[src/rtl/sun_track_pkg.sv]
package sun_track_pkg;
  typedef enum logic {
    MODE_SEARCH = 1'b0,
    MODE_FOLLOW = 1'b1
  } track_mode_e;
endpackage

[src/rtl/stc_frame_timer.sv]
module stc_frame_timer #(
  parameter int TW = 20
) (
  input  logic          clk,
  input  logic          rst,
  input  logic [TW-1:0] period_i,
  output logic          tick_o
);
  logic [TW-1:0] cnt_q;
  logic [TW-1:0] per_q;
  logic [TW-1:0] eff_per;

  assign eff_per = (per_q < TW'(2)) ? TW'(2) : per_q;

  always_ff @(posedge clk) begin
    if (rst) begin
      cnt_q  <= '0;
      per_q  <= period_i;
      tick_o <= 1'b0;
    end else if (cnt_q >= eff_per - TW'(1)) begin
      cnt_q  <= '0;
      per_q  <= period_i;
      tick_o <= 1'b1;
    end else begin
      cnt_q  <= cnt_q + TW'(1);
      tick_o <= 1'b0;
    end
  end


  tick_single_chk: assert property (@(posedge clk) disable iff (rst)
    tick_o |=> !tick_o);


  cnt_range_chk: assert property (@(posedge clk) disable iff (rst)
    cnt_q < eff_per);
endmodule

[src/rtl/stc_win_place.sv]
module stc_win_place #(
  parameter int CW   = 16,
  parameter int FRAC = 6,
  parameter int ARR  = 512,
  parameter int WIN  = 80,
  parameter int AW   = 10
) (
  input  logic [CW-1:0] pos_i,
  output logic [AW-1:0] org_o
);
  localparam int HALF = WIN / 2;
  localparam int MAXO = ARR - WIN;

  logic [CW-1:0] pix;
  logic [CW-1:0] diff;

  always_comb begin
    pix  = pos_i >> FRAC;
    diff = pix - CW'(HALF);
    if (pix < CW'(HALF))
      org_o = '0;
    else if (diff > CW'(MAXO))
      org_o = AW'(MAXO);
    else
      org_o = diff[AW-1:0];
  end
endmodule

[src/rtl/stc_mode_seq.sv]
module stc_mode_seq
  import sun_track_pkg::*;
#(
  parameter int CW  = 16,
  parameter int ARR = 512,
  parameter int WIN = 80,
  parameter int AW  = 10,
  parameter int MW  = 8
) (
  input  logic          clk,
  input  logic          rst,
  input  logic          tick_i,
  input  logic [MW-1:0] miss_lim_i,
  input  logic          res_valid_i,
  input  logic          res_found_i,
  input  logic [CW-1:0] res_x_i,
  input  logic [CW-1:0] res_y_i,
  input  logic [AW-1:0] org_x_i,
  input  logic [AW-1:0] org_y_i,
  output logic          next_follow_o,
  output logic          cmd_valid_o,
  output logic [AW-1:0] cmd_x_o,
  output logic [AW-1:0] cmd_y_o,
  output logic [AW-1:0] cmd_w_o,
  output logic [AW-1:0] cmd_h_o,
  output logic          track_o,
  output logic          busy_o,
  output logic          pos_valid_o,
  output logic [CW-1:0] pos_x_o,
  output logic [CW-1:0] pos_y_o
);
  track_mode_e   mode_q, mode_nx_q;
  logic [MW-1:0] miss_q;
  logic [MW-1:0] lim_eff;

  assign lim_eff       = (miss_lim_i == '0) ? MW'(1) : miss_lim_i;
  assign next_follow_o = (mode_nx_q == MODE_FOLLOW);
  assign track_o       = (mode_q == MODE_FOLLOW);

  always_ff @(posedge clk) begin
    if (rst) begin
      mode_q      <= MODE_SEARCH;
      mode_nx_q   <= MODE_SEARCH;
      busy_o      <= 1'b0;
      cmd_valid_o <= 1'b0;
      cmd_x_o     <= '0;
      cmd_y_o     <= '0;
      cmd_w_o     <= '0;
      cmd_h_o     <= '0;
      pos_valid_o <= 1'b0;
      pos_x_o     <= '0;
      pos_y_o     <= '0;
      miss_q      <= '0;
    end else begin
      cmd_valid_o <= 1'b0;
      if (tick_i && !busy_o) begin
        busy_o      <= 1'b1;
        cmd_valid_o <= 1'b1;
        mode_q      <= mode_nx_q;
        if (mode_nx_q == MODE_FOLLOW) begin
          cmd_x_o <= org_x_i;
          cmd_y_o <= org_y_i;
          cmd_w_o <= AW'(WIN);
          cmd_h_o <= AW'(WIN);
        end else begin
          cmd_x_o <= '0;
          cmd_y_o <= '0;
          cmd_w_o <= AW'(ARR);
          cmd_h_o <= AW'(ARR);
        end
      end else if (busy_o && res_valid_i) begin
        busy_o <= 1'b0;
        if (res_found_i) begin
          pos_x_o     <= res_x_i;
          pos_y_o     <= res_y_i;
          pos_valid_o <= 1'b1;
          mode_nx_q   <= MODE_FOLLOW;
          miss_q      <= '0;
        end else if (mode_q == MODE_FOLLOW) begin
          if (miss_q + MW'(1) >= lim_eff) begin
            mode_nx_q   <= MODE_SEARCH;
            pos_valid_o <= 1'b0;
            miss_q      <= '0;
          end else begin
            miss_q <= miss_q + MW'(1);
          end
        end
      end
    end
  end


  cmd_busy_chk: assert property (@(posedge clk) disable iff (rst)
    cmd_valid_o |-> busy_o);


  mode_hold_chk: assert property (@(posedge clk) disable iff (rst)
    !cmd_valid_o |-> ($stable(track_o) && $stable(cmd_x_o) && $stable(cmd_y_o)));


  win_inside_chk: assert property (@(posedge clk) disable iff (rst)
    (cmd_valid_o && track_o) |->
      (cmd_w_o == AW'(WIN) && cmd_x_o <= AW'(ARR - WIN) && cmd_y_o <= AW'(ARR - WIN)));


  pv_drop_chk: assert property (@(posedge clk) disable iff (rst)
    $fell(pos_valid_o) |-> $past(res_valid_i && !res_found_i && busy_o));


  no_overrun_chk: assert property (@(posedge clk) disable iff (rst)
    (busy_o && !res_valid_i) |=> !cmd_valid_o);
endmodule

[src/rtl/sun_track_ctrl.sv]
module sun_track_ctrl
  import sun_track_pkg::*;
#(
  parameter int ARR  = 512,
  parameter int WIN  = 80,
  parameter int CW   = 16,
  parameter int FRAC = 6,
  parameter int TW   = 20,
  parameter int MW   = 8,
  parameter int AW   = $clog2(ARR + 1)
) (
  input  logic          clk,
  input  logic          rst,
  input  logic [TW-1:0] acq_per_i,
  input  logic [TW-1:0] trk_per_i,
  input  logic [MW-1:0] miss_lim_i,
  input  logic          res_valid_i,
  input  logic          res_found_i,
  input  logic [CW-1:0] res_x_i,
  input  logic [CW-1:0] res_y_i,
  output logic          frame_tick_o,
  output logic          cmd_valid_o,
  output logic [AW-1:0] cmd_x_o,
  output logic [AW-1:0] cmd_y_o,
  output logic [AW-1:0] cmd_w_o,
  output logic [AW-1:0] cmd_h_o,
  output logic          track_o,
  output logic          busy_o,
  output logic          pos_valid_o,
  output logic [CW-1:0] pos_x_o,
  output logic [CW-1:0] pos_y_o
);
  logic          next_follow;
  logic [TW-1:0] period_sel;
  logic [CW-1:0] pos_ax [2];
  logic [AW-1:0] org_ax [2];

  assign period_sel = next_follow ? trk_per_i : acq_per_i;
  assign pos_ax[0]  = pos_x_o;
  assign pos_ax[1]  = pos_y_o;

  stc_frame_timer #(.TW(TW)) u_timer (
    .clk      (clk),
    .rst      (rst),
    .period_i (period_sel),
    .tick_o   (frame_tick_o)
  );

  for (genvar a = 0; a < 2; a++) begin : g_axis
    stc_win_place #(
      .CW(CW), .FRAC(FRAC), .ARR(ARR), .WIN(WIN), .AW(AW)
    ) u_place (
      .pos_i (pos_ax[a]),
      .org_o (org_ax[a])
    );
  end

  stc_mode_seq #(
    .CW(CW), .ARR(ARR), .WIN(WIN), .AW(AW), .MW(MW)
  ) u_seq (
    .clk           (clk),
    .rst           (rst),
    .tick_i        (frame_tick_o),
    .miss_lim_i    (miss_lim_i),
    .res_valid_i   (res_valid_i),
    .res_found_i   (res_found_i),
    .res_x_i       (res_x_i),
    .res_y_i       (res_y_i),
    .org_x_i       (org_ax[0]),
    .org_y_i       (org_ax[1]),
    .next_follow_o (next_follow),
    .cmd_valid_o   (cmd_valid_o),
    .cmd_x_o       (cmd_x_o),
    .cmd_y_o       (cmd_y_o),
    .cmd_w_o       (cmd_w_o),
    .cmd_h_o       (cmd_h_o),
    .track_o       (track_o),
    .busy_o        (busy_o),
    .pos_valid_o   (pos_valid_o),
    .pos_x_o       (pos_x_o),
    .pos_y_o       (pos_y_o)
  );


  reset_quiet_chk: assert property (@(posedge clk)
    $past(rst) |-> (!cmd_valid_o && !busy_o && !pos_valid_o && !track_o));
endmodule

[config.mk]
export PLATFORM = sky130hd
export DESIGN_NAME = sun_track_ctrl
export DESIGN_NICKNAME = d
export VERILOG_FILES = /design/src/rtl/sun_track_pkg.sv /design/src/rtl/stc_frame_timer.sv /design/src/rtl/stc_win_place.sv /design/src/rtl/stc_mode_seq.sv /design/src/rtl/sun_track_ctrl.sv
export SDC_FILE = /design/constraint.sdc
export NUM_CORES = 1
export LEC_CHECK = 0
export BUFFER_PORTS_ARGS = -buffer_cell sky130_fd_sc_hd__clkbuf_2
export CAP_MARGIN = 0
export CORE_AREA = 2 2 141 143
export DETAILED_ROUTE_END_ITERATION = 10
export DIE_AREA = 0 0 143 145
export GPL_TIMING_DRIVEN = 1
export SKIP_LAST_GASP = 1
export SYNTH_ARGS = -nofsm -noshare
export SYNTH_HDL_FRONTEND = slang
export SYNTH_SLANG_ARGS = --single-unit
[constraint.sdc]
create_clock -name clk -period 9.25 [get_ports clk]
set_input_delay 2.775 -clock clk [delete_from_list [all_inputs] [get_ports clk]]
set_output_delay 2.775 -clock clk [all_outputs]
set_load 0.01 [all_outputs]
==> impl_results.md <==
* PortBufs at ~150
* Finished Core Util at a little over a third
* Ys Warns at 0
* Ports at roughly 160
* CTS resizes at 0
* Total power at 0.942 mW
* Antenna viol nets, final at 0
* Fill count at around 2000
* Post-synth top flop: dfxtp_1
* NetSw at ~0.22 mW
* Largest net degree at the start of global routing at between 50 and 60
* Maxcap violations at 0
* Total CTS buffers at 9
* Setup WS pre-CTS at just over 4000 ps
* Status: finished clean
* CP startpoint kind: register
* R2r setup slk at a little over 4000 ps
* Number of diodes at 0
* Worst-margin pin slew at between 600 and 700 ps
* Placed Cells at 1033
* #FFs+latches synth at around 110
* Period utilization at between 50% and 60%
* Fmax at approximately 190 MHz
* Sw Ratio at 23.7%
* Drc violations at 0
* Max Slew Vio Count at 0
* Hold Path Cell Cnt at 2
* Seq pwr share at 51.4%
* Synthesized area at roughly 5700 µm²
* Crit-path max FO at 21
* Worst clock skew at about 12 ps
* Area leader, netlist: dfxtp_1
* CP Data Arrival Time at 5270 ps
* Yosys top cell area share at approximately 30%
* Setup_tns at 0 ps
* P&R area growth vs syn at 21.9%
* Hold EP: u_seq.cmd_y_o[4]$_SDFFE_PP0P_
* R2R depth at 16
* Clock network power share at a little over two fifths
* Slew margin rel. at between 50% and 60%
* Clk Latency, worst-skew pair at around 360 ps
* First-pass GRT wire length at 23300 µm
* DRT Pass-1 Iters at 5
* DR iter-0 viols at 158
* Count of cell types in the netlist at 58
* Core ar. at between 15000 and 20000 µm²
* Sequential share of the synthesized area at around two fifths
* Syn_area_per_cell at between 8 and 9 µm²
* Layout cells sized above 1 at approximately 26%
* Commonest non-fill, non-tap cell in the layout: clkbuf_2
* CTS tree: built
* CTS Buffer Depth at 2
* Reg2reg end: u_timer.per_q[1]$_DFFE_PP_
* Post-CTS Setup Inserts at 0
* Sink Count at 106
* Final setup viols at 0
* Row count at between 50 and 60
* Comb power frac at under 10%
* Fin nets at about 900
* Synth async-reset ratio at 0%
* Most frequent cells in the layout: clkbuf_2 (146), nand2_1 (102), dfxtp_1 (86), nor2_1 (60), a21oi_1 (57)
* Ranking of synthesized cells by area: dfxtp_1 (30%), edfxtp_1 (11%), ha_1 (7.3%)
* Final hold slack at approximately 460 ps
* Total GRT Usage at 14.1%
* Pwr/cell area at 136 nW/µm²
* Leak Pwr at around 2.8 nW
* Final Wtd Congestion at around 0.8
* DR vias/cell at ~4.6
* Final non-filler cell total at 1049
* Nature of the critical path endpoint: register
* Post-CTS Hold Buffers at 0
* Design area at between 6000 and 7000 µm²
* Mapped Cells at about 650
* Die ar. at just over 20000 µm²
* Crit. Startpoint: u_timer.per_q[10]$_DFFE_PP_
* HP Start: u_seq.cmd_y_o[4]$_SDFFE_PP0P_
* Initial antenna violation count at 0
* Int Power at around 0.72 mW
* Fin crit period at between 5000 and 6000 ps
* Req. time, crit path at a little over 9000 ps
* Post-DP HPWL at roughly 11000 µm
* Grt total ovfl at 0
* H-tree lvl count at 3
* Root Buffer: clkbuf_16
* Die W at 143 µm
* Final WL at between 10000 and 15000 µm
* Routed vias at approximately 4800
* Clock input transition at the sequential cells of the worst setup and hold paths at roughly 80 ps
* Avg WL per Cell at between 10 and 15 µm
* Crit Path Category: register to register
* Worst IR drop on VDD at approximately 0.082 mV
* RSZ-0062 raised after global routing: no
* Final Hold Viols at 0
* Vias in the first global route at 4622
* R2r startpoint: u_timer.per_q[10]$_DFFE_PP_
* Post-synth EDFFs at 20
* Die H at roughly 150 µm
* Initial Util at between 20% and 30%
* Placed Instance Area at between 6000 and 7000 µm²
* Fin worst setup slack at a little over 4000 ps
* Hold crit path type: register to register
-- kinds of logic after synthesis --
| logic type | after synthesis | synth area share [%] |
|---|---|---|
| xor gates and xnor gates | 46 | 7.10 |
| other | 1 | 0.0661 |
| adders and majority gates | 33 | 7.28 |
| DFF | 106 | 40.9 |
| buffers and inverters | 60 | 5.23 |
| AOI/OAI and AO/OA | 124 | 13.8 |
| muxes | 20 | 3.97 |
| and+or+nand+nor | 256 | 21.6 |
-- cell usage after synthesis (all sizes together), types with 7 or more instances --
| master | count |
|---|---|
| and3 | 7 |
| xor2 | 18 |
| clkbuf | 22 |
| mux2 | 20 |
| inv | 18 |
| nor2b | 7 |
| nor2 | 60 |
| nand4 | 12 |
| nand3 | 19 |
| xnor2 | 28 |
| a21oi | 57 |
| o21ai | 23 |
| edfxtp | 20 |
| nor4 | 7 |
| dfxtp | 86 |
| buf | 20 |
| nand2 | 102 |
| ha | 33 |
| nor3 | 11 |
-- registers in the layout, summed over array words and instances (netlist names) --
register,cells
u_timer.cnt_q,20
u_timer.per_q,20
u_seq.pos_x_o,16
u_seq.pos_y_o,16
u_seq.cmd_x_o,10
u_seq.cmd_y_o,10
u_seq.miss_q,8
u_seq.cmd_w_o,2
u_seq.busy_o,1
u_seq.cmd_valid_o,1
u_seq.pos_valid_o,1
u_timer.tick_o,1
-- worst max-delay path: stages, from the launching register on --
cell and delay [ps]:
edfxtp_1 430, or3_1 450, nor3_1 330, nand3_1 260, o21ai_1 250, ha_1 210, nor3b_1 280, nor2b_1 290
and3_1 270, nand2b_1 90, xor2_1 150, ha_1 290, a31o_2 240, a221oi_1 500, nand2b_1 230, o221ai_4 300
buf_4 340
-- area by class of cell --
type,count,area [µm²],share of cell area (%)
Clock buffer,9,225,3.26
Clock inverter,7,81.3,1.18
Inverter,18,67.6,0.977
Multi-Input combinational cell,493,3120,45.1
Sequential cell,106,2320,33.6
Tap cell,265,332,4.79
Timing Repair Buffer,151,768,11.1
-- power groups by stage --
| stage | Sequential [mW] | Combinational (mW) | Clock (mW) |
|---|---|---|---|
| floorplan | 0.493 | 0.0353 | 0 |
| detailed placement | 0.495 | 0.0578 | 0 |
| CTS | 0.484 | 0.0583 | 0.408 |
| global route | 0.486 | 0.0652 | 0.429 |
| finish | 0.485 | 0.0575 | 0.400 |
| global placement | 0.495 | 0.0572 | 0 |
-- worst max path at each step --
| stage | to | slack (ps) |
|---|---|---|
| global route | u_timer.per_q[9]$_DFFE_PP_ | 3570 |
| floorplan | u_timer.per_q[0]$_DFFE_PP_ | 4580 |
| global placement | u_timer.per_q[3]$_DFFE_PP_ | 4210 |
| finish | u_timer.per_q[1]$_DFFE_PP_ | 4080 |
| detailed placement | u_timer.per_q[3]$_DFFE_PP_ | 4070 |
| CTS | u_timer.per_q[1]$_DFFE_PP_ | 4050 |
-- layer usage --
metal  global-route usage [%]  routed length (µm)  vias up
met5                        0                   0        -
met4                     5.30                 294        0
met3                     3.63                 724       18
met2                     22.9                6590      113
met1                     17.8                6550     2189
li1                         -                   -     2503
Power figures use the tool's default switching activity.
